`config.mk`:
```
export PLATFORM = sky130hd
export DESIGN_NAME = mdio_ctl_master
export DESIGN_NICKNAME = d
export VERILOG_FILES = /design/src/rtl/mdio_pkg.sv /design/src/rtl/mdio_clk_div.sv /design/src/rtl/mdio_frame_eng.sv /design/src/rtl/mdio_ctl_master.sv
export SDC_FILE = /design/constraint.sdc
export NUM_CORES = 1
export LEC_CHECK = 0
export BUFFER_PORTS_ARGS = -buffer_cell sky130_fd_sc_hd__clkbuf_2
export CAP_MARGIN = 0
export CORE_MARGIN = 2
export CORE_UTILIZATION = 60
export DETAILED_ROUTE_END_ITERATION = 7
export MAX_ROUTING_LAYER = met4
export PLACE_DENSITY_LB_ADDON = 0.08
export SLEW_MARGIN = 20
export SYNTH_ARGS = -nofsm -noshare
export SYNTH_HDL_FRONTEND = slang
export SYNTH_HIERARCHICAL = 1
export SYNTH_SLANG_ARGS = --single-unit
```
`constraint.sdc`:
```
create_clock -name clk -period 4.4 [get_ports clk]
set_input_delay 0.44 -clock clk [delete_from_list [all_inputs] [get_ports clk]]
set_output_delay 0.44 -clock clk [all_outputs]
set_load 0.01 [all_outputs]
```
`src/rtl/mdio_pkg.sv`:
```
package mdio_pkg;
  localparam int ADDR_W    = 5;
  localparam int DATA_W    = 16;
  localparam int PRE_BITS  = 32;
  localparam int TA_IDX    = PRE_BITS + 4 + 2 * ADDR_W;
  localparam int FRAME_LEN = TA_IDX + 2 + DATA_W;

  localparam int B_BUSY = 31;
  localparam int B_EN   = 30;
  localparam int B_CMD  = 27;
  localparam int B_PHY  = 21;
  localparam int B_REG  = 16;

  typedef struct packed {
    logic              rd;
    logic [ADDR_W-1:0] phy;
    logic [ADDR_W-1:0] regad;
    logic [DATA_W-1:0] wdata;
  } mdio_req_t;
endpackage

```
`src/rtl/mdio_clk_div.sv`:
```
module mdio_clk_div #(
  parameter int HALF = 2
) (
  input  logic clk,
  input  logic rst_n,
  input  logic run,
  output logic mdc,
  output logic rise_ev,
  output logic fall_ev
);
  localparam int CW = (HALF > 1) ? $clog2(HALF) : 1;

  logic [CW-1:0] cnt_q, cnt_d;
  logic          mdc_q, mdc_d;
  logic          wrap;

  assign wrap = (cnt_q == CW'(HALF - 1));

  always_comb begin
    cnt_d = cnt_q;
    mdc_d = mdc_q;
    if (!run) begin
      cnt_d = '0;
      mdc_d = 1'b0;
    end else if (wrap) begin
      cnt_d = '0;
      mdc_d = ~mdc_q;
    end else begin
      cnt_d = cnt_q + 1'b1;
    end
  end

  always_ff @(posedge clk or negedge rst_n) begin
    if (!rst_n) begin
      cnt_q <= '0;
      mdc_q <= 1'b0;
    end else begin
      cnt_q <= cnt_d;
      mdc_q <= mdc_d;
    end
  end

  assign mdc     = mdc_q;
  assign rise_ev = run && wrap && !mdc_q;
  assign fall_ev = run && wrap && mdc_q;
endmodule

```
`src/rtl/mdio_frame_eng.sv`:
```
module mdio_frame_eng
  import mdio_pkg::*;
(
  input  logic              clk,
  input  logic              rst_n,
  input  logic              start,
  input  mdio_req_t         req,
  input  logic              rise_ev,
  input  logic              fall_ev,
  input  logic              mdio_i,
  output logic              active,
  output logic              done,
  output logic              mdio_o,
  output logic              mdio_oe,
  output logic [DATA_W-1:0] rx_data
);
  localparam int IW = $clog2(FRAME_LEN);

  logic                 act_q, act_d;
  logic                 rd_q, rd_d;
  logic [IW-1:0]        idx_q, idx_d;
  logic [FRAME_LEN-1:0] sr_q, sr_d;
  logic [DATA_W-1:0]    rx_q, rx_d;
  logic [FRAME_LEN-1:0] frame_w;
  logic                 last_bit;

  assign frame_w = {{PRE_BITS{1'b1}}, 2'b01,
                    req.rd ? 2'b10 : 2'b01,
                    req.phy, req.regad,
                    req.rd ? 2'b11 : 2'b10,
                    req.rd ? {DATA_W{1'b1}} : req.wdata};

  assign last_bit = (idx_q == IW'(FRAME_LEN - 1));

  always_comb begin
    act_d = act_q;
    rd_d  = rd_q;
    idx_d = idx_q;
    sr_d  = sr_q;
    rx_d  = rx_q;
    if (start) begin
      act_d = 1'b1;
      rd_d  = req.rd;
      idx_d = '0;
      sr_d  = frame_w;
      rx_d  = '0;
    end else if (act_q) begin
      if (rise_ev && rd_q && (idx_q >= IW'(TA_IDX + 2)))
        rx_d = {rx_q[DATA_W-2:0], mdio_i};
      if (fall_ev) begin
        if (last_bit) begin
          act_d = 1'b0;
        end else begin
          idx_d = idx_q + 1'b1;
          sr_d  = {sr_q[FRAME_LEN-2:0], 1'b1};
        end
      end
    end
  end

  always_ff @(posedge clk or negedge rst_n) begin
    if (!rst_n) begin
      act_q <= 1'b0;
      rd_q  <= 1'b0;
      idx_q <= '0;
      sr_q  <= '1;
      rx_q  <= '0;
    end else begin
      act_q <= act_d;
      rd_q  <= rd_d;
      idx_q <= idx_d;
      sr_q  <= sr_d;
      rx_q  <= rx_d;
    end
  end

  assign active  = act_q;
  assign done    = act_q && fall_ev && last_bit;
  assign mdio_o  = act_q ? sr_q[FRAME_LEN-1] : 1'b1;
  assign mdio_oe = act_q && (!rd_q || (idx_q < IW'(TA_IDX)));
  assign rx_data = rx_q;
endmodule

```
`src/rtl/mdio_ctl_master.sv`:
```
module mdio_ctl_master
  import mdio_pkg::*;
#(
  parameter int MDC_HALF = 2,
  parameter int NUM_PHYS = 5
) (
  input  logic        clk,
  input  logic        rst_n,
  input  logic        reg_wr,
  input  logic [31:0] reg_wdata,
  output logic [31:0] reg_rdata,
  output logic        mdc,
  output logic        mdio_o,
  output logic        mdio_oe,
  input  logic        mdio_i
);
  logic [31:0]       ctrl_q, ctrl_d;
  logic              ctrl_en;
  logic              busy, wr_ok, req_go, phy_ok, start;
  logic              run, rise_ev, fall_ev, done;
  logic [DATA_W-1:0] rx_data;
  mdio_req_t         req;

  assign busy   = ctrl_q[B_BUSY];
  assign wr_ok  = reg_wr && !busy;
  assign req_go = wr_ok && reg_wdata[B_BUSY] && reg_wdata[B_EN];
  assign phy_ok = int'(reg_wdata[B_PHY +: ADDR_W]) < NUM_PHYS;
  assign start  = req_go && phy_ok;

  assign req.rd    = reg_wdata[B_CMD];
  assign req.phy   = reg_wdata[B_PHY +: ADDR_W];
  assign req.regad = reg_wdata[B_REG +: ADDR_W];
  assign req.wdata = reg_wdata[DATA_W-1:0];

  always_comb begin
    ctrl_d  = ctrl_q;
    ctrl_en = wr_ok || done;
    if (wr_ok) begin
      ctrl_d         = reg_wdata;
      ctrl_d[B_BUSY] = start;
      if (req_go && !phy_ok && reg_wdata[B_CMD])
        ctrl_d[DATA_W-1:0] = '1;
    end else if (done) begin
      ctrl_d[B_BUSY] = 1'b0;
      if (ctrl_q[B_CMD])
        ctrl_d[DATA_W-1:0] = rx_data;
    end
  end

  always_ff @(posedge clk or negedge rst_n) begin
    if (!rst_n)       ctrl_q <= '0;
    else if (ctrl_en) ctrl_q <= ctrl_d;
  end

  mdio_clk_div #(.HALF(MDC_HALF)) u_div (
    .clk     (clk),
    .rst_n   (rst_n),
    .run     (run),
    .mdc     (mdc),
    .rise_ev (rise_ev),
    .fall_ev (fall_ev)
  );

  mdio_frame_eng u_eng (
    .clk     (clk),
    .rst_n   (rst_n),
    .start   (start),
    .req     (req),
    .rise_ev (rise_ev),
    .fall_ev (fall_ev),
    .mdio_i  (mdio_i),
    .active  (run),
    .done    (done),
    .mdio_o  (mdio_o),
    .mdio_oe (mdio_oe),
    .rx_data (rx_data)
  );

  assign reg_rdata = ctrl_q;
endmodule

```
==> summary.md, run 1 <==
| Metric | Value |
|---|---|
| Run status | finished, final reports clean |
| Count of state elements after synthesis | 122 |
| Reg-to-reg critical path endpoint | reg_rdata[12] |
| Diodes inserted | 0 |
| Depth of the worst register-to-register path | 6 |
| Layout overhead on the synthesized area | 15.0% |
| Clock network latency to the later pin of the worst-skew pair | 530 ps |
| Clock network fraction of design power | 50.8% |
| Area used by multi-input combinational logic | 0.00245 sq mm |
| Total number of nets in the final design | 631 |
| Drt wl/cell | 17.6 microns |
| Final worst setup slack | 1280 ps |
| Slew at the pin closest to its max-slew limit | between 1000 and 1500 ps |
| Hold WC Path Type | in -> reg |
| Crit start category | register |
| Setup violation total in the final timing report | 0 |
| Routed vias | 4,499 |
| Worst stage delay on the critical path | 930 ps |
| Peak clock frequency supported by timing | 320 MHz |
| Cells after Synth | ~550 |
| Die footprint | 0.0106 sq mm |
| Gate power share | 4.3% |
| Buffer count from post-CTS setup fixing | 0 |
| Count of endpoints failing hold in the final timing report | 0 |
| Switching share of total power | 21.3% |
| Clock transition at the registers of the reported paths | around 60 ps |
| Slowest stage cell, crit path | sky130_fd_sc_hd__dfrtp_1 |
| Net count of the mapped netlist | 583 |
| Number of flops mapped to enable cells by yosys | 0 |
| Critical Path End Type | output port |
| Proportion of power drawn by flip-flops and latches | approximately 45% |
| Start point of the critical path | u_eng/idx_q[3] |
| Clock tree root driver cell | sky130_fd_sc_hd__clkbuf_8 |
| Ys flop type | sky130_fd_sc_hd__dfstp_2 |
| Register area | 0.00313 sq mm |
| Total gr overflow | 0 |
| CTS H-tree depth | 4 |
| Final RePlAce weighted congestion | approximately 0.81 |
| R2R setup slack | about 1700 ps |
| Number of global-route vias before repair | around 4,300 |
| Worst Path Required | 3960 ps |
| Core Footprint | between 0.009 and 0.01 sq mm |
| Startpoint of the worst-slack reg-to-reg timing path | u_div/mdc |
| Crit Path Max Fanout | 30 |
| Leak Pwr | about 2.8 nW |
| Initial antenna violation count | 0 |
| Async S/R FF share, synth | 100% |
| Global-route wire length before repair | 21,100 microns |
| Setup repair after global routing missed its margin | no |
| CTS tree | built |
| Post-synthesis cell area | 0.00590 sq mm |
| Sequential element share of the synthesized area | 53.1% |
| End of the critical path | mdio_oe |
| # port buffers | 70 |
| Tcrit/Tclk final | 71.0% |
| Buffer levels on the longest clock path | 2 |
| Largest net degree at the start of global routing | 53 |
| Die span in x | 103 microns |
| Arrival time at the worst endpoint | 2680 ps |
| Ordered list of cells on the worst path | and2_1 > a21oi_1 > o21a_1 > clkbuf_2 |
| Slew headroom | 31.5% |
| HPWL after detailed placement | 8090 microns |
| Post-cts sizing count | 0 |
| WL final | 13,000 microns |
| Power per unit of standard cell area | around 380 mW/mm^2 |
| Clock skew | 14.4 ps |
| TritonCTS Buffers | 17 |
| FP Rows | 36 |
| Starting density of the core | 61.2% |
| Number of sinks handled by clock tree synthesis | around 120 |
| Layout cell share with drive strength beyond 1 | 32.1% |
| Fill cell total of the finished layout | 751 |
| Cell variety after synth | 51 |
| Max-slew violations | 0 |
| Number of placed cells counting well taps | 707 |
| Height of the die | 103 microns |
| Mean cell area of the mapped netlist | 10.8 sq um |
| Yosys warning total | 6 |
| Remaining design rule violation count | 0 |
| First-iteration detailed-routing DRC count | between 300 and 400 |
| Length of the first detailed-routing pass in iterations | 5 |
| Post-layout instance count excluding filler cells | 740 |
| Final worst path period need | 3120 ps |
| Setup Total Neg Slack | 0 ps |
| Net switching power of the design | 0.555 mW |
| Hold buffers post-CTS | 1 |
| Max Cap Violations | 0 |
| Number of vias per cell | 6.08 |
| Pre-CTS worst setup slack | ~1700 ps |
| Boundary Pins | just over 70 |
| Internal power consumption | between 2 and 2.5 mW |
| All-Layer GR Usage | 26.9% |
| Worst VDD drop | 0.254 mV |
| Critical path type | reg -> out |
| Post-DRT Antenna Nets | 0 |
[logic make-up (layout without fill, tap and decap cells)]
kind of cell	Yosys count	after routing	share of synthesized area, %
and+or+nand+nor	179	179	13.9
AOI/OAI and AO/OA	130	130	17.8
DFF	122	122	53.1
buffers and inverters	60	121	5.51
muxes	53	53	9.35
adders and majority gates	1	1	0.212
xor gates and xnor gates	1	1	0.148
[flip-flops by register name (all words and copies together) (netlist names)]
name and count:
u_div/mdc 1, u_eng/sr_q 64, u_eng/active 1, u_eng/rx_data 16, u_eng/rd_q 1, u_div/cnt_q 1
u_eng/idx_q 6, reg_rdata 32
[per-stage QoR]
step | hold slack, ps | cell area (sq um) | power (mW) | utilization, %
5_1_grt | 132 | 6790 | 2.70 | 70.4
3_5_place_dp | 480 | 6210 | 1.30 | 64.4
3_3_place_gp | 476 | 6210 | 1.29 | 64.4
4_1_cts | 118 | 6790 | 2.63 | 70.4
6_report | 147 | 6790 | 2.60 | 70.4
2_1_floorplan | 144 | 5900 | 1.23 | -
[synthesized netlist by cell type, types with 16 or more instances]
| library cell | number | area [sq um] |
|---|---|---|
| sky130_fd_sc_hd__dfstp_2 | 64 | 1680 |
| sky130_fd_sc_hd__dfrtp_1 | 58 | 1450 |
| sky130_fd_sc_hd__nor2_1 | 57 | 214 |
| sky130_fd_sc_hd__nand2_1 | 54 | 203 |
| sky130_fd_sc_hd__nand3_1 | 46 | 230 |
| sky130_fd_sc_hd__mux2i_1 | 36 | 360 |
| sky130_fd_sc_hd__a21oi_1 | 21 | 105 |
| sky130_fd_sc_hd__clkbuf_1 | 18 | 67.6 |
| sky130_fd_sc_hd__buf_2 | 17 | 85.1 |
| sky130_fd_sc_hd__a32oi_1 | 16 | 140 |
| sky130_fd_sc_hd__o32a_1 | 16 | 160 |
[power groups by stage]
stage	sequential [mW]	clock, mW	combinational [mW]
6_report	1.17	1.32	0.112
5_1_grt	1.17	1.40	0.126
4_1_cts	1.17	1.35	0.115
3_5_place_dp	1.19	0	0.113
3_3_place_gp	1.18	0	0.110
2_1_floorplan	1.19	0	0.0379
[layout by cell type, fill, tap and decap left out, types with 2 or more instances in the layout]
| cell type | netlist | final |
|---|---|---|
| sky130_fd_sc_hd__o2bb2ai_1 | 15 | 15 |
| sky130_fd_sc_hd__dfrtp_1 | 58 | 58 |
| sky130_fd_sc_hd__clkbuf_8 | 0 | 4 |
| sky130_fd_sc_hd__nand2b_1 | 2 | 2 |
| sky130_fd_sc_hd__a21oi_1 | 21 | 21 |
| sky130_fd_sc_hd__and2_1 | 4 | 4 |
| sky130_fd_sc_hd__bufinv_16 | 0 | 2 |
| sky130_fd_sc_hd__nand3_1 | 46 | 46 |
| sky130_fd_sc_hd__nor2b_1 | 2 | 2 |
| sky130_fd_sc_hd__clkbuf_16 | 0 | 16 |
| sky130_fd_sc_hd__inv_1 | 7 | 7 |
| sky130_fd_sc_hd__mux2_1 | 2 | 2 |
| sky130_fd_sc_hd__clkbuf_1 | 18 | 5 |
| sky130_fd_sc_hd__o2111ai_1 | 13 | 13 |
| sky130_fd_sc_hd__mux2_2 | 15 | 15 |
| sky130_fd_sc_hd__buf_4 | 6 | 11 |
| sky130_fd_sc_hd__a32oi_1 | 16 | 16 |
| sky130_fd_sc_hd__clkinv_2 | 0 | 3 |
| sky130_fd_sc_hd__clkinvlp_4 | 0 | 2 |
| sky130_fd_sc_hd__clkbuf_2 | 0 | 69 |
| sky130_fd_sc_hd__o21ai_0 | 2 | 2 |
| sky130_fd_sc_hd__nand2_1 | 54 | 54 |
| sky130_fd_sc_hd__o211ai_1 | 10 | 10 |
| sky130_fd_sc_hd__mux2i_1 | 36 | 36 |
| sky130_fd_sc_hd__nor2_1 | 57 | 57 |
| sky130_fd_sc_hd__o32a_1 | 16 | 16 |
| sky130_fd_sc_hd__a2bb2oi_1 | 10 | 10 |
| sky130_fd_sc_hd__a22o_1 | 15 | 15 |
| sky130_fd_sc_hd__dfstp_2 | 64 | 64 |
| sky130_fd_sc_hd__o311ai_1 | 3 | 3 |
| sky130_fd_sc_hd__a21o_1 | 2 | 2 |
| sky130_fd_sc_hd__nor3_1 | 2 | 2 |
[worst max-delay path: cells and delay by family (launching register included)]
| kind | cells | cell delay, ps |
|---|---|---|
| flops | 1 | 930 |
| buf+inv | 1 | 130 |
| compound gates | 2 | 340 |
| simple gates | 1 | 740 |
[per-layer routing]
layer	GRT usage [%]	wire length (microns)	up-vias
met5	-	0	-
met4	10.3	250	0
met3	6.71	637	15
met2	40.3	6400	141
met1	35.4	5730	2240
li1	-	-	2103
[layout make-up]
| type | count | share of cell area, % |
|---|---|---|
| well taps | 133 | 2.45 |
| repair buffers | 81 | 6.45 |
| multi-input cells | 364 | 36.2 |
| inverters | 8 | 0.442 |
| clock inverters | 7 | 1.33 |
| flip-flops and latches | 122 | 46.2 |
| clock buffers | 25 | 6.99 |
[how the worst min path moves through the flow]
stage          slack, ps      startpoint  cells past startpoint          endpoint
5_1_grt              130          mdio_i                      2  u_eng/rx_data[0]
3_3_place_gp         480  u_eng/sr_q[31]                      2    u_eng/sr_q[31]
4_1_cts              120          mdio_i                      2  u_eng/rx_data[0]
6_report             150   reg_wdata[18]                      3    u_eng/sr_q[20]
2_1_floorplan        140           rst_n                      0      reg_rdata[0]
3_5_place_dp         480  u_eng/sr_q[30]                      2    u_eng/sr_q[31]
Note: power is estimated with default switching activity, not from simulation.
==> inputs of run 2 (changes only) <==
--- a/config.mk
+++ b/config.mk
@@ -8,7 +8,7 @@
 export BUFFER_PORTS_ARGS = -buffer_cell sky130_fd_sc_hd__clkbuf_2
 export CAP_MARGIN = 0
 export CORE_MARGIN = 2
-export CORE_UTILIZATION = 60
+export CORE_UTILIZATION = 53
 export DETAILED_ROUTE_END_ITERATION = 7
 export MAX_ROUTING_LAYER = met4
 export PLACE_DENSITY_LB_ADDON = 0.08
==> constraint.sdc (replaced) <==
create_clock -name clk -period 2.55 [get_ports clk]
set_input_delay 0.255 -clock clk [delete_from_list [all_inputs] [get_ports clk]]
set_output_delay 0.255 -clock clk [all_outputs]
set_load 0.01 [all_outputs]
==> run 2 against run 1 <==
Compared with the run above:
- clock-buffer cell count decreased by 2
- critical path depth increased by 1
- wire length increased by 5.8%
- clock power increased by 79%
- via count increased by 2.9%
- hold slack got worse by 130 ps
- setup slack got worse by 1100 ps
- sequential share of layout area decreased by 2.2 points
- critical endpoint unchanged
==> summary.md, run 2 (same netlist as run 1, synthesis figures left out) <==
| Metric | Value |
|---|---|
| Initial antenna violation count | 0 |
| Total gr overflow | 0 |
| Internal power consumption | between 3 and 4 mW |
| Buffer count from post-CTS setup fixing | 0 |
| Global-route wire length before repair | about 23,000 microns |
| Commonest non-fill, non-tap cell in the layout | sky130_fd_sc_hd__clkbuf_2 |
| Drt wl/cell | 17.7 microns |
| Tcrit/Tclk final | 93.6% |
| Routed vias | 4,630 |
| WL final | 13,800 microns |
| Layout overhead on the synthesized area | 20.8% |
| Worst stage delay on the critical path | ~660 ps |
| Hold WC Path Type | in -> reg |
| Max Cap Violations | 0 |
| Proportion of power drawn by flip-flops and latches | 43.8% |
| CTS H-tree depth | 4 |
| Clock tree root driver cell | sky130_fd_sc_hd__clkbuf_8 |
| Peak clock frequency supported by timing | 419 MHz |
| All-Layer GR Usage | 25.5% |
| Clock skew | 8.75 ps |
| Critical Path End Type | output port |
| Diodes inserted | 0 |
| Register ranked first by flip-flop count | u_eng/sr_q |
| Arrival time at the worst endpoint | 2130 ps |
| Length of the first detailed-routing pass in iterations | 5 |
| Slew at the pin closest to its max-slew limit | 773 ps |
| Net switching power of the design | 1.01 mW |
| Crit Path Max Fanout | 18 |
| Total number of nets in the final design | 660 |
| Clock network latency to the later pin of the worst-skew pair | 520 ps |
| Number of vias per cell | about 6.0 |
| Setup repair after global routing missed its margin | no |
| Post-DRT Antenna Nets | 0 |
| Leading cell types in the layout, fill and taps excluded | sky130_fd_sc_hd__clkbuf_2, sky130_fd_sc_hd__dfstp_2, sky130_fd_sc_hd__dfrtp_1 |
| Layout cell share with drive strength beyond 1 | 33.0% |
| First-iteration detailed-routing DRC count | 346 |
| Die footprint | 0.0120 sq mm |
| Final RePlAce weighted congestion | between 0.7 and 0.8 |
| Largest net degree at the start of global routing | 62 |
| Gate power share | 4.8% |
| Run status | finished, final reports clean |
| Number of sinks handled by clock tree synthesis | 122 |
| Number of global-route vias before repair | 4,537 |
| Slew headroom | between 40% and 50% |
| Leak Pwr | between 2 and 3 nW |
| Remaining design rule violation count | 0 |
| Ordered list of cells on the worst path | and2_1 > buf_4 > a21oi_1 > o21a_1 > clkbuf_2 |
| Count of endpoints failing hold in the final timing report | 0 |
| Clock network fraction of design power | 51.3% |
| Die span in x | roughly 110 microns |
| TritonCTS Buffers | 17 |
| Crit start category | register |
| Buffer levels on the longest clock path | 2 |
| Boundary Pins | 71 |
| CTS tree | built |
| Switching share of total power | 21.9% |
| Critical path type | reg -> out |
| Setup Total Neg Slack | 0 ps |
| Core Footprint | 0.0108 sq mm |
| Setup violation total in the final timing report | 0 |
| Max-slew violations | 0 |
| Clock transition at the registers of the reported paths | around 60 ps |
| Largest register FFs | 64 |
| FP Rows | 38 |
| # port buffers | 70 |
| Height of the die | 110 microns |
| Slowest stage cell, crit path | sky130_fd_sc_hd__dfrtp_1 |
| Final worst path period need | ~2400 ps |
| Power per unit of standard cell area | 645 mW/mm^2 |
| Worst VDD drop | 0.387 mV |
| Post-cts sizing count | 0 |
| HPWL after detailed placement | between 8000 and 9000 microns |
| Total power after layout | 4.60 mW |
| Starting density of the core | 54.4% |
| Worst Path Required | 2300 ps |
==> run 2: cell count changes in the layout (fill, tap and decap cells not counted), moves of 2 or more <==
cell | previous run | this run
sky130_fd_sc_hd__dlygate4sd3_1 | 1 | 19
sky130_fd_sc_hd__buf_4 | 11 | 19
sky130_fd_sc_hd__buf_12 | 0 | 3
sky130_fd_sc_hd__clkbuf_1 | 5 | 2
sky130_fd_sc_hd__clkinv_2 | 3 | 1
sky130_fd_sc_hd__clkinvlp_4 | 2 | 4
==> run 2: final cells by class <==
| type | count | area [sq um] |
|---|---|---|
| clock buffers | 23 | 477 |
| clock inverters | 9 | 113 |
| fillers | 866 | 3720 |
| inverters | 8 | 30.0 |
| multi-input cells | 364 | 2460 |
| flip-flops and latches | 122 | 3130 |
| well taps | 140 | 175 |
| repair buffers | 110 | 738 |
==> run 2: layer usage <==
layer | wire length [microns] | up-vias | GRT usage [%]
met5 | 0 | - | -
met4 | 141 | 0 | 6.60
met3 | 703 | 11 | 5.57
met2 | 6450 | 126 | 37.9
met1 | 6460 | 2321 | 35.6
li1 | - | 2172 | -
==> run 2: through the flow <==
step	setup WS, ps	util (%)	hold slack [ps]	cells	instance area (sq um)
after floorplan	476	-	-40.6	546	5900
after global placement	446	58.5	193	725	6340
after detailed placement	373	58.5	200	725	6340
after CTS	169	65.7	5.08	776	7120
after global routing	63.1	65.7	12.3	776	7120
final	164	65.7	21.7	776	7120
==> run 2: what timing repair did <==
action | in CTS | in global routing
endpoints found under the setup margin | 0 | 0
endpoints found under the hold margin | 53 | 0
hold buffers | 19 | 0
==> run 2: worst max-delay path, delay by kind of cell (launching register included) <==
family | cells | cell delay [ps]
AO/OA/AOI/OAI | 2 | 290
flip-flops | 1 | 660
AND/OR/NAND/NOR | 1 | 270
buffers and inverters | 2 | 390
==> run 2: path summary, 6_finish.rpt <==
check | to | slack [ps] | cells after the start | start
min | u_eng/sr_q[6] | 20 | 2 | reg_wdata[6]
min in group asynchronous | reg_rdata[3] | 200 | 2 | rst_n
max in group asynchronous | u_eng/sr_q[47] | 1550 | 3 | rst_n
max | mdio_oe | 160 | 5 | u_eng/idx_q[2]
min reg2reg | u_eng/sr_q[31] | 490 | 2 | u_eng/sr_q[30]
max reg2reg | reg_rdata[15] | 430 | 6 | u_eng/idx_q[2]
==> run 2: power groups by stage <==
stage	Combinational, mW	Sequential, mW	Clock (mW)
finish	0.222	2.01	2.36
CTS	0.225	2.01	2.40
global placement	0.197	2.04	0
global route	0.248	2.02	2.50
detailed placement	0.202	2.05	0
floorplan	0.0654	2.05	0
